**config.mk**
```make
export PLATFORM = sky130hd
export DESIGN_NAME = snoop_hold_arbiter
export DESIGN_NICKNAME = d
export VERILOG_FILES = /design/src/rtl/snoop_hold_arbiter_pkg.sv /design/src/rtl/hold_rr_pick.sv /design/src/rtl/hold_snoop_guard.sv /design/src/rtl/hold_cycle_track.sv /design/src/rtl/snoop_hold_arbiter.sv
export SDC_FILE = /design/constraint.sdc
export NUM_CORES = 1
export LEC_CHECK = 0
export ABC_AREA = 0
export BUFFER_PORTS_ARGS = -buffer_cell sky130_fd_sc_hd__buf_4
export CORE_AREA = 2 2 40 42
export CTS_CLUSTER_DIAMETER = 60
export CTS_CLUSTER_SIZE = 14
export DETAILED_ROUTE_END_ITERATION = 10
export DIE_AREA = 0 0 42 44
export PLACE_DENSITY = 0.75
export REMOVE_ABC_BUFFERS = 1
export SYNTH_ARGS = -nofsm -noshare
export SYNTH_HDL_FRONTEND = slang
export SYNTH_SLANG_ARGS = --single-unit
```
**constraint.sdc**
```tcl
create_clock -name clk -period 3.3 [get_ports clk]
set_clock_uncertainty 0.2 [all_clocks]
set_input_delay 0.66 -clock clk [delete_from_list [all_inputs] [get_ports clk]]
set_output_delay 0.66 -clock clk [all_outputs]
set_load 0.02 [all_outputs]
```
**src/rtl/snoop_hold_arbiter_pkg.sv**
```systemverilog
package snoop_hold_arbiter_pkg;

  typedef enum logic [1:0] {
    ARB_IDLE = 2'd0,
    ARB_WAIT = 2'd1,
    ARB_OWN  = 2'd2
  } arb_state_e;

  // next index after 'prev' counting 'step' positions, modulo n
  function automatic int rr_index(input int prev, input int step, input int n);
    return (prev + step) % n;
  endfunction

endpackage

```
**src/rtl/hold_rr_pick.sv**
```systemverilog
module hold_rr_pick #(
  parameter int N  = 4,
  parameter int IW = (N > 1) ? $clog2(N) : 1
) (
  input  logic [N-1:0]  req,
  input  logic [IW-1:0] prev_idx,
  output logic [IW-1:0] win_idx,
  output logic          win_vld
);
  import snoop_hold_arbiter_pkg::*;

  // scan from farthest to nearest so the nearest requester after prev wins
  always_comb begin
    win_vld = 1'b0;
    win_idx = '0;
    for (int k = N; k >= 1; k--) begin
      if (req[rr_index(int'(prev_idx), k, N)]) begin
        win_vld = 1'b1;
        win_idx = IW'(rr_index(int'(prev_idx), k, N));
      end
    end
  end

endmodule

```
**src/rtl/hold_snoop_guard.sv**
```systemverilog
module hold_snoop_guard (
  input  logic clk,
  input  logic rst_n,
  input  logic hitm,
  input  logic wr_burst_end,
  output logic hitm_rise,
  output logic hold_keep,
  output logic wb_pend
);
  logic hitm_q;

  assign hitm_rise = hitm & ~hitm_q;
  assign hold_keep = hitm | hitm_q;

  always_ff @(posedge clk) begin
    if (!rst_n) begin
      hitm_q  <= 1'b0;
      wb_pend <= 1'b0;
    end else begin
      hitm_q  <= hitm;
      wb_pend <= (wb_pend | hitm_rise) & ~wr_burst_end;
    end
  end

  AST_PEND_SET: assert property (@(posedge clk) disable iff (!rst_n)
    hitm_rise |=> wb_pend) else $error("pending mark not set");

endmodule

```
**src/rtl/hold_cycle_track.sv**
```systemverilog
module hold_cycle_track (
  input  logic clk,
  input  logic rst_n,
  input  logic cyc_start,
  input  logic cyc_write,
  input  logic burst_last,
  input  logic cpu_owns,
  output logic busy,
  output logic rdy,
  output logic burst_end,
  output logic wr_burst_end
);
  logic is_wr;

  assign rdy          = busy;
  assign burst_end    = busy & burst_last;
  assign wr_burst_end = burst_end & is_wr;

  always_ff @(posedge clk) begin
    if (!rst_n) begin
      busy  <= 1'b0;
      is_wr <= 1'b0;
    end else if (burst_end) begin
      busy  <= 1'b0;
    end else if (!busy && cyc_start && cpu_owns) begin
      busy  <= 1'b1;
      is_wr <= cyc_write;
    end
  end

  AST_RDY_AFTER_START: assert property (@(posedge clk) disable iff (!rst_n)
    $rose(rdy) |-> $past(cyc_start)) else $error("rdy without start");
  AST_RDY_HOLDS: assert property (@(posedge clk) disable iff (!rst_n)
    rdy && !burst_last |=> rdy) else $error("wait state inserted");
  AST_RDY_ENDS: assert property (@(posedge clk) disable iff (!rst_n)
    rdy && burst_last |=> !rdy) else $error("rdy past last beat");

endmodule

```
**src/rtl/snoop_hold_arbiter.sv**
```systemverilog
module snoop_hold_arbiter #(
  parameter int N_MASTERS = 4
) (
  input  logic                 clk,
  input  logic                 rst_n,
  input  logic [N_MASTERS-1:0] req,
  input  logic                 hlda,
  input  logic                 hitm,
  input  logic                 cyc_start,
  input  logic                 cyc_write,
  input  logic                 burst_last,
  output logic                 hold,
  output logic [N_MASTERS-1:0] gnt,
  output logic                 rdy
);
  import snoop_hold_arbiter_pkg::*;

  localparam int IW = (N_MASTERS > 1) ? $clog2(N_MASTERS) : 1;

  arb_state_e           state_q;
  logic [N_MASTERS-1:0] gnt_q;
  logic [IW-1:0]        owner_q;
  logic [IW-1:0]        prev_q;
  logic [IW-1:0]        win_idx;
  logic                 win_vld;
  logic                 hitm_rise, hold_keep, wb_pend;
  logic                 busy, burst_end, wr_burst_end;
  logic                 grant_ok;
  logic                 owner_drop;
  logic                 any_req;

  hold_rr_pick #(.N(N_MASTERS), .IW(IW)) u_pick (
    .req      (req),
    .prev_idx (prev_q),
    .win_idx  (win_idx),
    .win_vld  (win_vld)
  );

  hold_snoop_guard u_guard (
    .clk          (clk),
    .rst_n        (rst_n),
    .hitm         (hitm),
    .wr_burst_end (wr_burst_end),
    .hitm_rise    (hitm_rise),
    .hold_keep    (hold_keep),
    .wb_pend      (wb_pend)
  );

  hold_cycle_track u_cyc (
    .clk          (clk),
    .rst_n        (rst_n),
    .cyc_start    (cyc_start),
    .cyc_write    (cyc_write),
    .burst_last   (burst_last),
    .cpu_owns     (gnt_q == '0),
    .busy         (busy),
    .rdy          (rdy),
    .burst_end    (burst_end),
    .wr_burst_end (wr_burst_end)
  );

  assign any_req    = |req;
  assign grant_ok   = win_vld & hlda & ~hitm & ~wb_pend & ~busy;
  assign owner_drop = ~req[owner_q];
  assign hold       = (state_q != ARB_IDLE);
  assign gnt        = gnt_q;

  always_ff @(posedge clk) begin
    if (!rst_n) begin
      state_q <= ARB_IDLE;
      gnt_q   <= '0;
      owner_q <= '0;
      prev_q  <= IW'(N_MASTERS - 1);
    end else begin
      case (state_q)
        ARB_IDLE: begin
          if (any_req) state_q <= ARB_WAIT;
        end
        ARB_WAIT: begin
          if (grant_ok) begin
            state_q <= ARB_OWN;
            gnt_q   <= N_MASTERS'(1) << win_idx;
            owner_q <= win_idx;
            prev_q  <= win_idx;
          end else if (!any_req && !hold_keep) begin
            state_q <= ARB_IDLE;
          end
        end
        ARB_OWN: begin
          if (owner_drop) begin
            state_q <= ARB_WAIT;
            gnt_q   <= '0;
          end
        end
        default: begin
          state_q <= ARB_IDLE;
          gnt_q   <= '0;
        end
      endcase
    end
  end

  AST_GNT_ONEHOT: assert property (@(posedge clk) disable iff (!rst_n)
    $onehot0(gnt)) else $error("several grants");
  AST_GNT_NEEDS_HOLD: assert property (@(posedge clk) disable iff (!rst_n)
    (|gnt) |-> hold) else $error("grant without hold");
  AST_GNT_CLEAN: assert property (@(posedge clk) disable iff (!rst_n)
    $rose(|gnt) |-> $past(hlda && !hitm && !wb_pend && !busy)) else $error("unsafe grant");
  AST_GNT_KEPT: assert property (@(posedge clk) disable iff (!rst_n)
    (|(gnt & req)) |=> $stable(gnt)) else $error("grant taken away");
  AST_HOLD_AFTER_HITM: assert property (@(posedge clk) disable iff (!rst_n)
    hold && hitm |=> hold) else $error("hold dropped on hitm");
  AST_HOLD_DROP: assert property (@(posedge clk) disable iff (!rst_n)
    $fell(hold) |-> !$past(|gnt)) else $error("hold dropped under grant");
  AST_IDLE_REQ: assert property (@(posedge clk) disable iff (!rst_n)
    !hold && any_req |=> hold) else $error("request ignored");

endmodule

```
==> results of run 1 <==
registers in the layout (all words and copies together) (netlist names):
signal           count
u_cyc.is_wr          1
u_cyc.busy           1
u_guard.wb_pend      1
prev_q               2
gnt                  4
owner_q              2
state_q              2
u_guard.hitm_q       1
cell usage in the layout (no fill, tap or decap), drive strengths merged:
| master | count |
|---|---|
| buf | 16 |
| o21ai | 6 |
| or4 | 1 |
| dfxtp | 14 |
| nor2b | 6 |
| nand4 | 1 |
| nor4 | 2 |
| and2 | 2 |
| nand3 | 2 |
| nand3b | 2 |
| a21boi | 3 |
| and3b | 1 |
| clkbuf | 4 |
| nand2b | 6 |
| or3b | 1 |
| nor3b | 1 |
| and3 | 1 |
| or3 | 1 |
| nand2 | 3 |
| or2 | 3 |
| a21oi | 2 |
| nor3 | 1 |
| nor2 | 3 |
| a2bb2oi | 2 |
| o221ai | 2 |
| mux2i | 5 |
| a31oi | 1 |
| o2111a | 1 |
| o31ai | 1 |
per-stage QoR:
step | worst slack, ns | std cells
CTS | 1.165 | 110
floorplan | 1.069 | 74
global placement | 0.9029 | 106
global route | 1.107 | 110
finish | 1.147 | 110
detailed placement | 0.8653 | 106
kinds of logic (layout without fill, tap and decap cells):
logic type | Yosys count | in the layout
AOI/OAI and AO/OA | 18 | 18
buffers and inverters | 3 | 20
DFF | 14 | 14
muxes | 5 | 5
and+or+nand+nor | 37 | 37
final cells by class:
class / instances / area share [%]
multi-input cells: 60 / 47.41
flip-flops and latches: 14 / 32.28
repair buffers: 16 / 13.83
clock buffers: 4 / 4.179
well taps: 16 / 2.305
final timing paths:
kind | start | cells past startpoint | slack, ns | end
worst max-delay path | req[3] | 6 | 1.15 | gnt[3]$_SDFFE_PN0P_
worst min-delay path | u_cyc.is_wr$_SDFFE_PN0P_ | 1 | 0.27 | u_guard.wb_pend$_SDFF_PN0_
worst max register to register | u_cyc.busy$_SDFFE_PP0P_ | 5 | 1.25 | gnt[3]$_SDFFE_PN0P_
worst min register to register | u_cyc.is_wr$_SDFFE_PN0P_ | 1 | 0.27 | u_guard.wb_pend$_SDFF_PN0_
metal layers:
| metal | routed length (um) | vias up | track usage [%] | share of wire, % |
|---|---|---|---|---|
| li1 | - | 317 | - | - |
| met1 | 704 | 282 | 21.85 | 46 |
| met2 | 744 | 16 | 29.38 | 49 |
| met3 | 62 | 2 | 4.167 | 4.1 |
| met4 | 17 | 0 | 11.61 | 1.1 |
| met5 | 0 | - | 0 | 0 |
power by group:
part           switching [mW]  total [mW]  leakage, nW  internal, mW
clock                  0.0574       0.125       0.0210        0.0671
combinational          0.0268      0.0571        0.228        0.0303
sequential            0.00830       0.185        0.115         0.177
Yosys cell counts:
cell	instances
sky130_fd_sc_hd__a21boi_0	2
sky130_fd_sc_hd__a21boi_2	1
sky130_fd_sc_hd__a21oi_1	2
sky130_fd_sc_hd__a2bb2oi_1	2
sky130_fd_sc_hd__a31oi_1	1
sky130_fd_sc_hd__and2_1	2
sky130_fd_sc_hd__and3_1	1
sky130_fd_sc_hd__and3b_1	1
sky130_fd_sc_hd__buf_2	1
sky130_fd_sc_hd__clkbuf_1	2
sky130_fd_sc_hd__dfxtp_1	14
sky130_fd_sc_hd__mux2i_1	5
sky130_fd_sc_hd__nand2_1	3
sky130_fd_sc_hd__nand2b_1	5
sky130_fd_sc_hd__nand2b_4	1
sky130_fd_sc_hd__nand3_1	2
sky130_fd_sc_hd__nand3b_1	2
sky130_fd_sc_hd__nand4_1	1
sky130_fd_sc_hd__nor2_1	3
sky130_fd_sc_hd__nor2b_1	6
sky130_fd_sc_hd__nor3_1	1
sky130_fd_sc_hd__nor3b_1	1
sky130_fd_sc_hd__nor4_1	2
sky130_fd_sc_hd__o2111a_1	1
sky130_fd_sc_hd__o21ai_0	6
sky130_fd_sc_hd__o221ai_1	2
sky130_fd_sc_hd__o31ai_1	1
sky130_fd_sc_hd__or2_2	3
sky130_fd_sc_hd__or3_4	1
sky130_fd_sc_hd__or3b_1	1
sky130_fd_sc_hd__or4_1	1
==> summary.md, run 1 <==
| Metric | Value |
|---|---|
| Status | `finished clean` |
| Post-CTS setup buffers | `0` |
| Synthesized-area fraction occupied by ao, oa, aoi and oai cells | `between 10% and 20%` |
| Dominant delay contributor by cell family on the critical path | `simple AND/OR/NAND/NOR gates` |
| CP startpoint kind | `primary input` |
| Critical Path Sink Type | `flip-flop` |
| CORE AREA | `1419 um2` |
| Maximum clock insertion buffer count | `2` |
| Critical path peak fanout | `9` |
| Leak | `0.3635 nW` |
| Multi-input combinational cell area | `just over 400 um2` |
| Die width | `42 um` |
| Arrival time worst endpoint | `~2.2 ns` |
| Vias | `617` |
| Library cell occupying the most area in the post-synthesis netlist | `sky130_fd_sc_hd__dfxtp_1` |
| Final Net Count | `106` |
| Post-layout utilization of the core | `61.20%` |
| Number of I/O port buffers | `16` |
| Initial antenna violation count | `0` |
| Mapped Avg Cell Area | `9.148 um2` |
| Number of global-route vias before repair | `568` |
| Cell area after synthesis | `704.4 um2` |
| Relative slew margins | `57.23%` |
| Max-capacitance violation count | `0` |
| Wire length after detailed routing | `1.527 mm` |
| Clk pin slew, worst setup/hold paths | `0.09 ns` |
| Final Slew Violations | `0` |
| Initial drt markers | `13` |
| Remaining number of nets flagged by the antenna check after routing | `0` |
| DR WL/cell | `approximately 14 um` |
| Fraction of layout cells with a size suffix above 1 | `27.66%` |
| Count of instances resized after the clock tree is built | `0` |
| Initial Util | `49.65%` |
| Filler Cell Count | `130` |
| P&R area growth vs syn | `23.27%` |
| Cell-by-cell listing of the critical path | `buf_4, nor4_1, or4_1, or3_4, nand2b_4, a21boi_2` |
| Worst EP required | `3.32 ns` |
| Unrepaired setup endpoints after global routing | `false` |
| Number of warning messages in the yosys log | `0` |
| All-layer global routing usage | `approximately 18%` |
| Number of library cell types mapped by synthesis | `31` |
| Fin Hold WS | `0.2672 ns` |
| Largest family of logic cells by synthesized area | `simple AND/OR/NAND/NOR gates` |
| Final Instance Area | `around 870 um2` |
| Die footprint | `1848 um2` |
| Routability Congestion | `just under 0.8` |
| Total number of placement rows | `14` |
| Total clock buffers created by CTS | `3` |
| Critical path start-end classification | `in -> reg` |
| Final critical path time including I/O delays and setup | `2.153 ns` |
| Remaining routing DRC violations | `0` |
| Final Total Pwr | `between 0.3 and 0.4 mW` |
| Top post-synthesis cells by area | `sky130_fd_sc_hd__dfxtp_1 40%, sky130_fd_sc_hd__mux2i_1 7.1%, sky130_fd_sc_hd__nor2b_1 5.3%` |
| Inserted Diodes | `0` |
| Cell area after placement | `832.0 um2` |
| Final hold violations | `0` |
| Total power divided by cell area | `422.3 nW/um2` |
| Total overflow reported by the global router | `0` |
| Final worst-path cycle share | `about two thirds` |
| Detail-routed via count per cell | `5.609` |
| Number of top-level pins | `17` |
| # clock sinks | `14` |
| Clock latency on the worst-skew pair | `0.28 ns` |
| Wire length of the first global-routing pass | `between 2 and 2.5 mm` |
| Area taken by flip-flops and latches | `280.3 um2` |
| Number of iterations in the first detailed-routing pass | `4` |
| Timing-limited maximum frequency | `464.5 MHz` |
| H-tree level count | `1` |
| Post-Synthesis Cells | `77` |
| Number of synthesized register bits | `14` |
| Share of the synthesized area in the top cell type | `39.79%` |
| Synth Area in Simple Gates | `33.39%` |
| Share of synthesized cell area in full adder, half adder and majority cells | `0%` |
| Die Span Y | `approximately 44 um` |
| Mux contribution to synthesized area | `7.105%` |
| Count of final setup violators | `0` |
| Cell at the root of the clock tree | `sky130_fd_sc_hd__clkbuf_4` |
| Maximum cell stage delay along the critical path | `0.62 ns` |
| CP max stage cell | `sky130_fd_sc_hd__or4_1` |
| Total negative slack for setup checks | `0 ns` |
| Max rail drop VDD | `around 0.26 mV` |
| CTS hold repair buffers | `0` |
| Combined buffer and inverter count along the critical path | `1` |
| Portion of the post-synthesis area used by sequential elements | `39.79%` |
| Clock tree from TritonCTS | `built` |
| Pin count of the biggest net entering global routing | `16` |
| Xor and xnor fraction of the mapped netlist area | `0%` |
| Worst hold-check path type | `reg -> reg` |
| Half-perimeter wire length after detailed placement | `1.095 mm` |
| Worst Max-Slew Pin Slew | `0.6416 ns` |
Power figures use the tool's default switching activity.
==> inputs of run 2 (changes only) <==
--- a/config.mk
+++ b/config.mk
@@ -7,12 +7,12 @@
 export LEC_CHECK = 0
 export ABC_AREA = 0
 export BUFFER_PORTS_ARGS = -buffer_cell sky130_fd_sc_hd__buf_4
-export CORE_AREA = 2 2 40 42
+export CORE_AREA = 2 2 43 45
 export CTS_CLUSTER_DIAMETER = 60
 export CTS_CLUSTER_SIZE = 14
 export DETAILED_ROUTE_END_ITERATION = 10
-export DIE_AREA = 0 0 42 44
-export PLACE_DENSITY = 0.75
+export DIE_AREA = 0 0 45 47
+export PLACE_DENSITY = 0.69
 export REMOVE_ABC_BUFFERS = 1
 export SYNTH_ARGS = -nofsm -noshare
 export SYNTH_HDL_FRONTEND = slang
==> constraint.sdc (replaced) <==
create_clock -name clk -period 1.95 [get_ports clk]
set_clock_uncertainty 0.2 [all_clocks]
set_input_delay 0.39 -clock clk [delete_from_list [all_inputs] [get_ports clk]]
set_output_delay 0.39 -clock clk [all_outputs]
set_load 0.02 [all_outputs]
==> run 2 against run 1 <==
  * Sequential share of layout area decreased by 2.4 points
  * Total power increased by 74%
  * Hold slack got worse by 0.17 ns
  * Clock power increased by 71%
  * Sequential cell count unchanged
  * Final cell count increased by 9.1%
  * Clock-buffer cell count unchanged
==> summary.md, run 2 (same netlist as run 1, synthesis figures left out) <==
| Metric | Value |
|---|---|
| Number of top-level pins | `17 (unchanged)` |
| Clk pin slew, worst setup/hold paths | `0.09 ns (about the same)` |
| Max-capacitance violation count | `0 (unchanged)` |
| Final Instance Area | `937.1 um2 (+7.9%)` |
| Worst Max-Slew Pin Slew | `0.3913 ns (-0.2503 ns)` |
| Number of cells traversed by the worst register-to-register path | `5 (unchanged)` |
| Count of instances resized after the clock tree is built | `0 (unchanged)` |
| Final critical path time including I/O delays and setup | `1.819 ns` |
| Status | `finished clean` |
| Fraction of layout cells with a size suffix above 1 | `33.98% (+6.3 points)` |
| Total number of placement rows | `15 (+1)` |
| CTS hold repair buffers | `0 (unchanged)` |
| Timing-limited maximum frequency | `549.7 MHz` |
| Cell depth of the worst min-delay path | `2 (+1)` |
| Max rail drop VDD | `0.3739 mV (+45%)` |
| CORE AREA | `1652 um2 (+16%)` |
| Total clock buffers created by CTS | `3 (unchanged)` |
| Critical path start-end classification | `reg -> reg` |
| Cell area after placement | `900.9 um2 (+8.3%)` |
| Initial Util | `42.65% (-7.0 points)` |
| Die width | `45 um (+7.1%)` |
| Relative slew margins | `73.67% (+16 points)` |
| Critical Path Sink Type | `flip-flop` |
| Vias | `670 (+8.6%)` |
| Remaining number of nets flagged by the antenna check after routing | `0 (unchanged)` |
| Int Power | `0.4789 mW (+75%)` |
| Total overflow reported by the global router | `0 (unchanged)` |
| Post-layout utilization of the core | `56.74% (-4.5 points)` |
| Half-perimeter wire length after detailed placement | `1.183 mm (+8.0%)` |
| H-tree level count | `1 (unchanged)` |
| Number of I/O port buffers | `16 (unchanged)` |
| Final Slew Violations | `0 (unchanged)` |
| Detail-routed via count per cell | `5.583 (-0.46%)` |
| Cell at the root of the clock tree | `sky130_fd_sc_hd__clkbuf_4` |
| Highest-count cells in the layout ignoring fill and taps | `25 x sky130_fd_sc_hd__buf_4, 14 x sky130_fd_sc_hd__dfxtp_1, 6 x sky130_fd_sc_hd__nor2b_1, 6 x sky130_fd_sc_hd__o21ai_0` |
| P&R area growth vs syn | `33.04%` |
| Comb pwr share | `18.2% (+2.6 points)` |
| Switching power | `0.1608 mW (+74%)` |
| Initial drt markers | `16 (+3)` |
| DR WL/cell | `12.31 um (-11%)` |
| Number of iterations in the first detailed-routing pass | `4 (unchanged)` |
| Number of flip-flops under the largest register name | `4 (unchanged)` |
| Clock tree from TritonCTS | `built` |
| Worst EP required | `1.98 ns (-1.34 ns)` |
| Arrival time worst endpoint | `1.85 ns (-0.32 ns)` |
| Final hold violations | `0 (unchanged)` |
| Inserted Diodes | `0 (unchanged)` |
| Worst hold-check path type | `in -> reg` |
| Power share of the clock group | `33.4% (-0.5 points)` |
| Clock latency on the worst-skew pair | `0.28 ns (about the same)` |
| # clock sinks | `14 (unchanged)` |
| Fin Hold WS | `0.09515 ns (-0.1720 ns)` |
| Total negative slack for setup checks | `0 ns (unchanged)` |
| All-layer global routing usage | `15.51% (-2.7 points)` |
| Die Span Y | `47 um (+6.8%)` |
| Remaining routing DRC violations | `0 (unchanged)` |
| Total power divided by cell area | `682.6 nW/um2 (+62%)` |
| Sequential group share of total power | `48.4% (-2.1 points)` |
| CP startpoint kind | `flip-flop` |
| Switching share of power | `25.13% (-0.078 points)` |
| Routability Congestion | `0.7298 (-8.3%)` |
| Final worst-path cycle share | `93.28%` |
| Leading cell type in the layout, fill and taps excluded | `sky130_fd_sc_hd__buf_4` |
| Wire length after detailed routing | `1.477 mm (-3.3%)` |
| Pin count of the biggest net entering global routing | `16 (unchanged)` |
| Maximum clock insertion buffer count | `2 (unchanged)` |
| Count of final setup violators | `0 (unchanged)` |
| Setup slack after layout | `0.1310 ns (-1.016 ns)` |
| Final Net Count | `115 (+8.5%)` |
| Critical path peak fanout | `4 (-5)` |
| Worst slack at placement | `-0.05829 ns (-0.9236 ns)` |
| Leak | `0.4065 nW (+12%)` |
| Wire length of the first global-routing pass | `2.373 mm (-3.7%)` |
| Unrepaired setup endpoints after global routing | `false` |
| Post-CTS setup buffers | `0 (unchanged)` |
| Initial antenna violation count | `0 (unchanged)` |
| Number of global-route vias before repair | `589 (+3.7%)` |
| Die footprint | `2115 um2 (+14%)` |
[run 2: cell count changes in the layout (fill, tap and decap cells not counted), sizes merged]
cell / before / now
buf: 16 / 25
[run 2: cell type report]
| cell class | count | area, um2 |
|---|---|---|
| multi-input combinational | 60 | 411.6 |
| tap | 17 | 21.27 |
| timing repair buffer | 25 | 187.7 |
| clock buffer | 4 | 36.28 |
| fill | 151 | 714.4 |
| sequential | 14 | 280.3 |
[run 2: layer usage]
metal  up-vias  share of wire [%]  GRT usage, %
met4         0                1.2         7.059
met3         2                5.0         2.308
met1       310                 44         18.87
li1        338                  -             -
met2        20                 50         27.14
met5         -                  0             0
[run 2: final timing paths]
path                                  from                         end  slack (ns)
setup / recovery   u_cyc.busy$_SDFFE_PP0P_         gnt[3]$_SDFFE_PN0P_        0.13
hold / removal                  burst_last  u_guard.wb_pend$_SDFF_PN0_         0.1
setup reg to reg   u_cyc.busy$_SDFFE_PP0P_         gnt[3]$_SDFFE_PN0P_        0.13
hold reg to reg   u_cyc.is_wr$_SDFFE_PN0P_  u_guard.wb_pend$_SDFF_PN0_        0.26
[run 2: power by group through the flow]
stage,sequential (mW),combinational (mW),clock [mW]
CTS,0.310,0.118,0.211
detailed placement,0.316,0.117,0
floorplan,0.320,0.0532,0
global route,0.312,0.129,0.223
global placement,0.316,0.115,0
finish,0.310,0.116,0.214
[run 2: stage by stage]
| step | power, mW | cells |
|---|---|---|
| 2_1_floorplan | 0.3728 | 74 |
| 3_3_place_gp | 0.4315 | 116 |
| 3_5_place_dp | 0.4337 | 116 |
| 4_1_cts | 0.6388 | 120 |
| 5_1_grt | 0.6638 | 120 |
| 6_report | 0.6397 | 120 |
[run 2: critical path, cell delays in order (launching register included)]
cell                       delay (ns)
sky130_fd_sc_hd__dfxtp_1         0.32
sky130_fd_sc_hd__nand3b_1        0.14
sky130_fd_sc_hd__or4_1           0.44
sky130_fd_sc_hd__or3_4           0.41
sky130_fd_sc_hd__nand2b_4        0.15
sky130_fd_sc_hd__a21boi_2        0.12
==> inputs of run 3 (changes only) <==
--- a/config.mk
+++ b/config.mk
@@ -12,7 +12,7 @@
 export CTS_CLUSTER_SIZE = 14
 export DETAILED_ROUTE_END_ITERATION = 10
 export DIE_AREA = 0 0 45 47
-export PLACE_DENSITY = 0.69
+export PLACE_DENSITY = 0.77
 export REMOVE_ABC_BUFFERS = 1
 export SYNTH_ARGS = -nofsm -noshare
 export SYNTH_HDL_FRONTEND = slang
==> constraint.sdc (replaced) <==
create_clock -name clk -period 1.5 [get_ports clk]
set_clock_uncertainty 0.2 [all_clocks]
set_input_delay 0.3 -clock clk [delete_from_list [all_inputs] [get_ports clk]]
set_output_delay 0.3 -clock clk [all_outputs]
set_load 0.02 [all_outputs]
==> run 3 against run 2 <==
  * The flow now finishes with violations (negative setup slack)
  * First-iteration DRC count decreased by 44%
  * Via count increased by 1.8%
  * Total power increased by 34%
  * Global-route usage increased by 1.7 points
  * Utilization increased by 5.8 points
  * Non-clock buffer count increased by 6
  * Sequential cell count unchanged
  * Clock-buffer cell count unchanged
  * Sequential share of layout area decreased by 2.3 points
  * Die area unchanged
  * Sequential power increased by 30%
  * Clock power increased by 29%
  * Critical endpoint is now owner_q[1]$_SDFFE_PN0P_
==> summary.md, run 3 (same netlist as run 1, synthesis figures left out) <==
| Metric | Value |
|---|---|
| Status | `finished, violations left` |
| Violations in the final reports | `negative setup slack` |
| Number of global-route vias before repair | `612 (+3.9%)` |
| Unrepaired setup endpoints after global routing | `true` |
| P&R area growth vs syn | `46.71%` |
| Remaining routing DRC violations | `0 (unchanged)` |
| Final Net Count | `121 (+5.2%)` |
| Total overflow reported by the global router | `0 (unchanged)` |
| Fraction of layout cells with a size suffix above 1 | `44.04% (+10 points)` |
| Cell area after placement | `923.4 um2 (+2.5%)` |
| Final critical path time including I/O delays and setup | `1.780 ns (-0.03858 ns)` |
| Inserted Diodes | `0 (unchanged)` |
| Worst hold-check path type | `in -> reg` |
| Total negative slack for setup checks | `-1.810 ns (-1.810 ns)` |
| H-tree level count | `1 (unchanged)` |
| Maximum cell stage delay along the critical path | `0.43 ns (about the same)` |
| Maximum clock insertion buffer count | `2 (unchanged)` |
| Vias | `682 (+1.8%)` |
| Max-capacitance violation count | `0 (unchanged)` |
| Post-layout utilization of the core | `62.58% (+5.8 points)` |
| Cell-by-cell listing of the critical path | `nand3b_1, or4_4, or3_4, buf_4, a21boi_2` |
| CP startpoint kind | `flip-flop` |
| Number of top-level pins | `17 (unchanged)` |
| Die Span Y | `47 um (unchanged)` |
| Total number of placement rows | `15 (unchanged)` |
| Relative slew margins | `66.48% (-7.2 points)` |
| Routability Congestion | `0.7649 (+4.8%)` |
| Worst R2R Start | `u_cyc.busy$_SDFFE_PP0P_` |
| DR WL/cell | `13.07 um (+6.2%)` |
| Final Instance Area | `1033 um2 (+10%)` |
| Number of flip-flops under the largest register name | `4 (unchanged)` |
| Instance count after placement with tap cells included | `119 (+2.6%)` |
| Critical Path Sink Type | `flip-flop` |
| Clock tree from TritonCTS | `built` |
| Half-perimeter wire length after detailed placement | `1.195 mm (+1.0%)` |
| Die width | `45 um (unchanged)` |
| Number of iterations in the first detailed-routing pass | `4 (unchanged)` |
| Highest-count cells in the layout ignoring fill and taps | `28 x sky130_fd_sc_hd__buf_4, 12 x sky130_fd_sc_hd__dfxtp_1, 6 x sky130_fd_sc_hd__nor2b_1` |
| # clock sinks | `14 (unchanged)` |
| Pin count of the biggest net entering global routing | `16 (unchanged)` |
| Critical path start-end classification | `reg -> reg` |
| Count of final setup violators | `11 (+11)` |
| Die footprint | `2115 um2 (unchanged)` |
| Initial Util | `42.65% (unchanged)` |
| Crit path launch | `u_cyc.busy$_SDFFE_PP0P_` |
| Initial drt markers | `9 (-7)` |
| Critical path peak fanout | `4 (unchanged)` |
| Final cell count without fillers | `126 (+5.0%)` |
| Startpoint of the worst hold path | `hitm` |
| Cell at the root of the clock tree | `sky130_fd_sc_hd__clkbuf_4` |
| Wire length of the first global-routing pass | `2.532 mm (+6.7%)` |
| Worst Max-Slew Pin Slew | `0.4982 ns (+0.1069 ns)` |
| All-layer global routing usage | `17.21% (+1.7 points)` |
| Wire length after detailed routing | `1.647 mm (+12%)` |
| Number of I/O port buffers | `16 (unchanged)` |
| Arrival time worst endpoint | `1.81 ns (-0.04 ns)` |
| Clock latency on the worst-skew pair | `0.29 ns (about the same)` |
| Setup slack of the most critical reg-to-reg path | `-0.28 ns (-0.41 ns)` |
| CORE AREA | `1652 um2 (unchanged)` |
| Final Total Pwr | `0.8576 mW (+34%)` |
| Max rail drop VDD | `0.5349 mV (+43%)` |
| Remaining number of nets flagged by the antenna check after routing | `0 (unchanged)` |
| Final worst-path cycle share | `118.7% (+25 points)` |
| Worst EP required | `1.53 ns (-0.45 ns)` |
| Initial antenna violation count | `0 (unchanged)` |
| CP max stage cell | `sky130_fd_sc_hd__or4_4` |
| Clk pin slew, worst setup/hold paths | `0.09 ns (about the same)` |
| Leak | `0.4449 nW (+9.5%)` |
| Leading cell type in the layout, fill and taps excluded | `sky130_fd_sc_hd__buf_4` |
| Final Slew Violations | `0 (unchanged)` |
| Final hold violations | `0 (unchanged)` |
| Detail-routed via count per cell | `5.413 (-3.1%)` |
| Timing-limited maximum frequency | `561.7 MHz (+2.2%)` |
| Setup slack after layout | `-0.2805 ns (-0.4114 ns)` |
| Total power divided by cell area | `829.8 nW/um2 (+22%)` |
| Total clock buffers created by CTS | `3 (unchanged)` |
-- run 3: cell types whose count changed in the layout (fill, tap and decap cells not counted), sizes merged --
cell / change
dlygate4sd3: +1
buf: +5
-- run 3: metal layers --
| metal | GRT usage [%] | share of wire, % | up-vias |
|---|---|---|---|
| li1 | - | - | 347 |
| met1 | 17.72 | 39 | 310 |
| met2 | 30.86 | 52 | 20 |
| met3 | 3.846 | 5.5 | 5 |
| met4 | 12.35 | 2.9 | 0 |
| met5 | 0 | 0 | - |
-- run 3: cell type report --
type,count,area (um2)
fillers,154,618.1
multi-input cells,60,447.9
flip-flops and latches,14,285.3
repair buffers,31,242.7
clock buffers,4,36.28
well taps,17,21.27
-- run 3: report_power, final --
| group | total, mW | internal, mW | leakage [nW] | switching (mW) |
|---|---|---|---|---|
| sequential | 0.403 | 0.389 | 0.115 | 0.0144 |
| clock | 0.275 | 0.148 | 0.0210 | 0.127 |
| combinational | 0.180 | 0.105 | 0.309 | 0.0751 |
-- run 3: stage by stage --
stage	worst slack (ns)	hold WS, ns
final	-0.2805	0.04521
after global routing	-0.3245	0.04807
after detailed placement	-0.4357	0.2477
after global placement	-0.3981	0.2465
after CTS	-0.2712	0.03986
after floorplan	-0.4959	0.1718
-- run 3: path summary, 6_finish.rpt --
kind / end / depth (start not counted)
max: owner_q[1]$_SDFFE_PN0P_ / 5
min: u_guard.hitm_q$_SDFF_PN0_ / 2
max reg2reg: owner_q[1]$_SDFFE_PN0P_ / 5
min reg2reg: u_guard.wb_pend$_SDFF_PN0_ / 1
-- run 3: critical path: cells and delay by family, from the launching register on --
family	cells	cell delay [ns]
and+or+nand+nor	3	0.95
DFF	1	0.31
buffers and inverters	1	0.15
AOI/OAI and AO/OA	1	0.12
-- run 3: repair_timing --
item	CTS	global route
hold buffers	1	0
resized for setup	12	5
pin swaps	2	0
setup buffers	0	2
setup endpoints to repair	11	11
endpoints found under the hold margin	1	0
